==> src/rtl/pm_ctl_pkg.sv <==
// Package: shared constants for the power-management control register.
// Assumes a 16-bit register split into two 8-bit lanes.
package pm_ctl_pkg;
    localparam int PM_W      = 16;
    localparam int PM_LANE_W = 8;
    localparam int PM_LANES  = PM_W / PM_LANE_W;

    // Field positions the strobe logic decodes
    localparam int POS_IRQ_EN = 0;
    localparam int POS_GREL   = 2;
    localparam int POS_TYP_LO = 10;
    localparam int TYP_W      = 3;
    localparam int POS_TYP_HI = POS_TYP_LO + TYP_W - 1;
    localparam int POS_SLPEN  = 13;

    localparam logic [PM_W-1:0] PM_RST_VAL = PM_W'(1) << POS_IRQ_EN;
    localparam logic [PM_W-1:0] PM_WO_MASK =
        (PM_W'(1) << POS_GREL) | (PM_W'(1) << POS_SLPEN);

    typedef enum logic [1:0] {
        RD_LO   = 2'b00,
        RD_HI   = 2'b01,
        RD_WORD = 2'b10
    } rd_shape_e;
endpackage

==> src/rtl/pm_ctl_store.sv <==
// Module: per-lane storage for the control register.
// Each enabled lane is replaced on a write; write-only bits are never kept.
// Assumes synchronous active-low reset.
module pm_ctl_store
    import pm_ctl_pkg::*;
#(
    parameter int W       = PM_W,
    parameter int LANE_W  = PM_LANE_W,
    parameter logic [W-1:0] RST_VAL = PM_RST_VAL,
    parameter logic [W-1:0] WO_MASK = PM_WO_MASK,
    localparam int LANES  = W / LANE_W
) (
    input  logic             clk,
    input  logic             rst_n,
    input  logic             wr_en,
    input  logic [LANES-1:0] wr_be,
    input  logic [W-1:0]     wr_data,
    output logic [W-1:0]     q
);
    genvar i;
    generate
        for (i = 0; i < LANES; i++) begin : g_lane
            // Purpose: update one byte lane when it is written
            always_ff @(posedge clk) begin
                if (!rst_n)
                    q[i*LANE_W +: LANE_W] <= RST_VAL[i*LANE_W +: LANE_W];
                else if (wr_en && wr_be[i])
                    q[i*LANE_W +: LANE_W] <= wr_data[i*LANE_W +: LANE_W]
                                             & ~WO_MASK[i*LANE_W +: LANE_W];
            end
        end
    endgenerate
endmodule

==> src/rtl/pm_ctl_strobe.sv <==
// Module: decodes write data for the soft-off and global-release pulses.
// Each pulse is registered, so it is high for the cycle after the write.
// Assumes the data lanes sit in their 16-bit positions.
module pm_ctl_strobe
    import pm_ctl_pkg::*;
#(
    parameter logic [TYP_W-1:0] SOFF_TYP = 3'b000,
    localparam int LANE_SLP  = POS_SLPEN / PM_LANE_W,
    localparam int LANE_GREL = POS_GREL / PM_LANE_W
) (
    input  logic                clk,
    input  logic                rst_n,
    input  logic                wr_en,
    input  logic [PM_LANES-1:0] wr_be,
    input  logic [PM_W-1:0]     wr_data,
    output logic                shutdown_req,
    output logic                release_req
);
    logic soff_hit;
    logic grel_hit;

    // Purpose: detect a soft-off request and a release request in this write
    always_comb begin
        soff_hit = wr_en && wr_be[LANE_SLP] && wr_data[POS_SLPEN]
                   && (wr_data[POS_TYP_HI:POS_TYP_LO] == SOFF_TYP);
        grel_hit = wr_en && wr_be[LANE_GREL] && wr_data[POS_GREL];
    end

    // Purpose: register both detections into one-cycle pulses
    always_ff @(posedge clk) begin
        if (!rst_n) begin
            shutdown_req <= 1'b0;
            release_req  <= 1'b0;
        end else begin
            shutdown_req <= soff_hit;
            release_req  <= grel_hit;
        end
    end
endmodule

==> src/rtl/pm_ctl_rdmux.sv <==
// Module: read path; masks the write-only bits and picks the read shape.
// Purely combinational. Byte reads are returned zero-extended in bits 7:0.
module pm_ctl_rdmux
    import pm_ctl_pkg::*;
(
    input  logic [PM_W-1:0] q,
    input  rd_shape_e       shape,
    output logic [PM_W-1:0] rd_data
);
    logic [PM_W-1:0] masked;

    // Purpose: hide the strobe bits and select the requested lane
    always_comb begin
        masked = q & ~PM_WO_MASK;
        unique case (shape)
            RD_WORD: rd_data = masked;
            RD_HI:   rd_data = {{(PM_W-PM_LANE_W){1'b0}}, masked[PM_LANE_W +: PM_LANE_W]};
            default: rd_data = {{(PM_W-PM_LANE_W){1'b0}}, masked[0 +: PM_LANE_W]};
        endcase
    end
endmodule

==> src/rtl/pm_ctl_reg.sv <==
// Module: top of the power-management control register.
// Combines the lane storage, the strobe decode and the read path.
// Assumes one write at most per cycle and a synchronous active-low reset.
module pm_ctl_reg
    import pm_ctl_pkg::*;
#(
    parameter logic [TYP_W-1:0] SOFF_TYP = 3'b000
) (
    input  logic                clk,
    input  logic                rst_n,
    input  logic                wr_en,
    input  logic [PM_LANES-1:0] wr_be,
    input  logic [PM_W-1:0]     wr_data,
    input  logic                rd_word,
    input  logic                rd_hi,
    output logic [PM_W-1:0]     rd_data,
    output logic                sci_en,
    output logic                shutdown_req,
    output logic                release_req
);
    logic [PM_W-1:0] ctrl_q;
    rd_shape_e       shape;

    // Purpose: encode the read selects as a read shape
    always_comb begin
        if (rd_word)    shape = RD_WORD;
        else if (rd_hi) shape = RD_HI;
        else            shape = RD_LO;
    end

    pm_ctl_store #(
        .W(PM_W), .LANE_W(PM_LANE_W), .RST_VAL(PM_RST_VAL), .WO_MASK(PM_WO_MASK)
    ) store_i (
        .clk(clk), .rst_n(rst_n), .wr_en(wr_en), .wr_be(wr_be),
        .wr_data(wr_data), .q(ctrl_q)
    );

    pm_ctl_strobe #(.SOFF_TYP(SOFF_TYP)) strobe_i (
        .clk(clk), .rst_n(rst_n), .wr_en(wr_en), .wr_be(wr_be),
        .wr_data(wr_data), .shutdown_req(shutdown_req), .release_req(release_req)
    );

    pm_ctl_rdmux rdmux_i (.q(ctrl_q), .shape(shape), .rd_data(rd_data));

    assign sci_en = ctrl_q[POS_IRQ_EN];
endmodule

==> config.mk <==
export PLATFORM = sky130hd
export DESIGN_NAME = pm_ctl_reg
export DESIGN_NICKNAME = d
export VERILOG_FILES = /design/src/rtl/pm_ctl_pkg.sv /design/src/rtl/pm_ctl_store.sv /design/src/rtl/pm_ctl_strobe.sv /design/src/rtl/pm_ctl_rdmux.sv /design/src/rtl/pm_ctl_reg.sv
export SDC_FILE = /design/constraint.sdc
export NUM_CORES = 1
export LEC_CHECK = 0
export ABC_AREA = 1
export BUFFER_PORTS_ARGS = -buffer_cell sky130_fd_sc_hd__buf_4
export CAP_MARGIN = 20
export CORE_AREA = 2 2 47 49
export DETAILED_ROUTE_END_ITERATION = 10
export DIE_AREA = 0 0 49 51
export GPL_ROUTABILITY_DRIVEN = 1
export PLACE_DENSITY_LB_ADDON = 0.08
export SETUP_SLACK_MARGIN = 0.05
export SLEW_MARGIN = 20
export SYNTH_ARGS = -nofsm -noshare
export SYNTH_HDL_FRONTEND = slang
export SYNTH_SLANG_ARGS = --single-unit
==> constraint.sdc <==
create_clock -name clk -period 1.3 [get_ports clk]
set_input_delay 0.325 -clock clk [delete_from_list [all_inputs] [get_ports clk]]
set_output_delay 0.325 -clock clk [all_outputs]
set_load 0.01 [all_outputs]
**Yosys cells after proc, flatten, opt, wreduce, memory -nomap -nowiden**

Cells that the tools add are included.

- Bits in registers: 16
- Input bits: 23
- Output and inout bits: 19
- Logic and storage cells: 15

- Equal/unequal tests: 2
- Muxes and demuxes: 3
- Reductions and logical operators: 6

Operators by type and width:

| kind | number |
|---|---|
| $pmux W16 S2 | 1 |
| $logic_and A1 B1 Y1 | 5 |
| $logic_not A3 Y1 | 1 |
| $eq A2 B1 Y1 const B | 1 |
| $eq A2 B2 Y1 const B | 1 |
| $mux W2 | 1 |
| $mux W1 | 1 |

**Depth between registers and ports, before layout**

- Depth after elaboration: 4
- Gate-level depth with buffers: 5

**Modules after synthesis**

Synthesis repeated with hierarchy kept, for this count alone.

- Cells, all modules: 147
- Area, all modules: 905.9 µm²

By module, submodules not included:

| module | instances | cells each | area an instance (µm²) |
|---|---|---|---|
| pm_ctl_store | 1 | 90 | 605.6 |
| pm_ctl_rdmux | 1 | 43 | 209.0 |
| pm_ctl_strobe | 1 | 12 | 81.3 |
| pm_ctl_reg | 1 | 2 | 10.0 |

**Least setup slack after synthesis**

OpenSTA, ideal clock, no wires.

- Path kind: input to output
- From: input port rd_word
- To: output port rd_data[1]
- Arrival time: 0.939 ns
- Required time: 0.975 ns
- Path slack: 0.036 ns
- Stages: 4
- Path buffers: 2
- Cells stage by stage: buf_4 -> nor2_4 -> buf_4 -> o21ai_0

- Word-level cells in the longest chain between the ends: 3
- Elaborated cells on any way between the ends: 4
- Classes of those cells: 2 x eq/ne; 2 x mux

RTL lines:

| item | RTL line | text |
|---|---|---|
| start: declaration | pm_ctl_reg.sv:14 | `input logic rd_word,` |
| $mux W2 (*) | pm_ctl_reg.sv:26 | `if (rd_word) shape = RD_WORD;` |
| $eq A2 B1 Y1 or $eq A2 B2 Y1 (tied branches) | pm_ctl_rdmux.sv:15 | `unique case (shape)` |
| $pmux W16 S2 (*) | pm_ctl_rdmux.sv:15 |  |
| end: declaration | pm_ctl_reg.sv:16 | `output logic [PM_W-1:0] rd_data,` |

Every way passes the cells marked *; elsewhere a longest branch is shown, timed or not.

**Worst setup path after layout**

- From: input port rd_hi
- To: output port rd_data[0]

- Word-level cells in the longest chain between the ends: 4
- Elaborated cells on any way between the ends: 5
- Classes of those cells: 2 x eq/ne; 3 x mux

RTL lines:

| item | RTL line | text |
|---|---|---|
| start: declaration | pm_ctl_reg.sv:15 | `input logic rd_hi,` |
| $mux W1 (*) | pm_ctl_reg.sv:27 | `else if (rd_hi) shape = RD_HI;` |
| $mux W2 (*) | pm_ctl_reg.sv:26 |  |
| $eq A2 B1 Y1 or $eq A2 B2 Y1 (tied branches) | pm_ctl_rdmux.sv:15 |  |
| $pmux W16 S2 (*) | pm_ctl_rdmux.sv:15 |  |

Marked as above.

==> out/summary.txt <==
Post-Synthesis Cell Area -> 805 um^2
Total GRT Usage -> 15.8%
Number of nets in the layout -> 195
TritonCTS clock tree -> built
Worst Setup Path Type -> in -> out
Initial antenna violation count -> 0
Hold_buf cts -> 0
Avg WL per Cell -> 9.86 um
Crit path top cell by count -> buf_4
Clk buf depth -> 2
Die area -> 0.00250 mm^2
Layout cells sized above 1 -> 35.1%
Synth Warn # -> 0
Sequential share of the synthesized area -> 39.8%
ANT nets after route -> 0
Starting density of the core -> 39.0%
Worst Skew -> 0 ns
PortBufs -> 40
Power Total -> 0.00112 W
Final slew viol count -> 0
Die X -> 49 um
H-tree levels -> 1
Die Y -> 51 um
Max Cap Viol -> 0
Post-Synthesis Cells -> 130
# DRC -> 0
Synth-to-layout area growth -> 46.7%
Status -> complete, but fails checks
Final Hold Viols -> 0
Peak VDD IR -> 0.546 mV
Cell Rows -> 17
# placed instances -> 194
Critical path capture point type -> output port
Hpwl dp -> 1410 um
RSZ-0062 raised after global routing -> yes
Kind of cell adding the most delay to the critical path -> buffers and inverters
CP peak stage delay -> 0.17 ns
Flops & latches, synth -> 16
Final period utilization -> 103%
CP arrival -> 1.01 ns
Vias after detailed routing -> 846
DR vias/cell -> 4.25
Syn_nets -> 153
Iteration-0 DRC Markers -> 6
# setup viols final -> 5
Leak -> 0.676 nW
WP data required -> 0.98 ns
1st-pass router iterations -> 4
Number of distinct library cells after synthesis -> 14
Floorplan core area -> 0.00206 mm^2
Avg Cell Area, Syn -> 6.19 um^2
Commonest non-fill, non-tap cells in the layout -> 42 x buf_4, 41 x nand2_1, 29 x nor2_1
Ant. Diodes -> 0
R2R Path Start -> store_i.q[12]
Worst skew pair latency -> 0.28 ns
Routed wire length -> 1960 um
CP startpoint -> rd_hi
Clock Pin Slew Worst Setup and Hold Paths -> 0.10 ns
Number of global-route vias before repair -> 713
Failing checks -> negative setup slack
Global route total overflow -> 0
Most common cell after layout, fill and taps aside -> buf_4
Hold slack final -> 0.255 ns
Cells along the critical path -> buf_6 > clkinvlp_4 > buf_4 > o21ai_2 > nand2_1 > buf_4
First-pass GRT wire length -> 3080 um
Largest net degree at the start of global routing -> 17
Minimum clock period -> 1.34 ns
HP Start -> wr_data[7]
Worst path bufs/invs -> 4
# IOs -> 42
Fmax -> 747 MHz
Worst setup SP type -> input pin
Clock sink count -> 16
Worst path slowest cell -> buf_4
Root buf cell -> clkbuf_4
HP Class -> in -> reg
Non-Filler Instances -> 199
PD cells -> 951 mW/mm^2
Setup ws final -> -0.0382 ns
Placer Congestion -> 0.730
Cts bufs inserted -> 3
Crit path max fanout -> 3
-- cells by family (layout without fill, tap and decap cells) --
family	after synthesis	after routing	share of synthesized area, %
AO/OA/AOI/OAI	7	7	4.35
buffers and inverters	28	68	17.0
flip-flops	16	16	39.8
other	1	1	0.466
AND/OR/NAND/NOR	78	79	38.4
-- per-stage QoR --
step                setup slack (ns)  cell area, um^2  TNS [ns]  utilization (%)
floorplan                     0.0360              805         0                -
global placement             -0.0222             1100   -0.0406             53.5
detailed placement           -0.0591             1100    -0.220             53.5
CTS                          -0.0371             1150    -0.184             55.9
global route                  -0.113             1180    -0.590             57.2
finish                       -0.0382             1180    -0.125             57.2
-- registers in the layout, summed over array words and instances, names as in the netlist --
register and count:
store_i.q 14, strobe_i.release_req 1, strobe_i.shutdown_req 1
-- layer usage --
metal  vias to the layer above  GRT usage (%)  share of wire [%]
met2                        24           24.7                 48
met4                         0           7.14               0.82
li1                        458              -                  -
met5                         -              0                  0
met1                       362           21.8                 47
met3                         2           1.75                4.5
-- where the power goes --
part | switching, W | internal, W | leakage (nW)
Combinational | 0.000127 | 0.000125 | 0.521
Sequential | 0.0000167 | 0.000522 | 0.133
Clock | 0.000162 | 0.000170 | 0.0210
-- cell type report --
type                            instances  area, um^2
Multi-Input combinational cell         87         374
Sequential cell                        16         325
Timing Repair Buffer                   43         327
Inverter                               21        82.6
Tap cell                               28        35.0
Fill cell                             235         883
Clock buffer                            4        36.3
-- final timing paths --
check	slack, ns	to	cells past startpoint
min reg2reg	0.51	store_i.q[11]	2
max reg2reg	0.61	store_i.q[12]	4
min	0.26	store_i.q[7]	3
max	-0.04	rd_data[0]	6
-- repair_timing --
action,4_1_cts,5_1_grt
hold endpoints to repair,0,0
pin swaps,1,4
setup endpoints to repair,8,11
cloned,1,0
buffers inserted,0,0
gates resized for setup,1,17
-- synth_stat cells (all sizes together) --
cell type | count | area [um^2]
dfxtp | 16 | 320
nor2 | 30 | 120
nand3 | 4 | 20.0
buf | 6 | 52.6
nand2 | 43 | 164
clkbuf | 1 | 5.00
nor3 | 1 | 5.00
conb | 1 | 3.75
a21oi | 1 | 5.00
inv | 21 | 78.8
o21ai | 6 | 30.0
-- worst reg2reg max path, stage by stage (launching register included) --
cell     delay, ns
dfxtp_1       0.39
inv_1         0.05
nand2_1       0.06
nand2_1       0.05
nor2_1        0.08
Power figures use the tool's default switching activity.
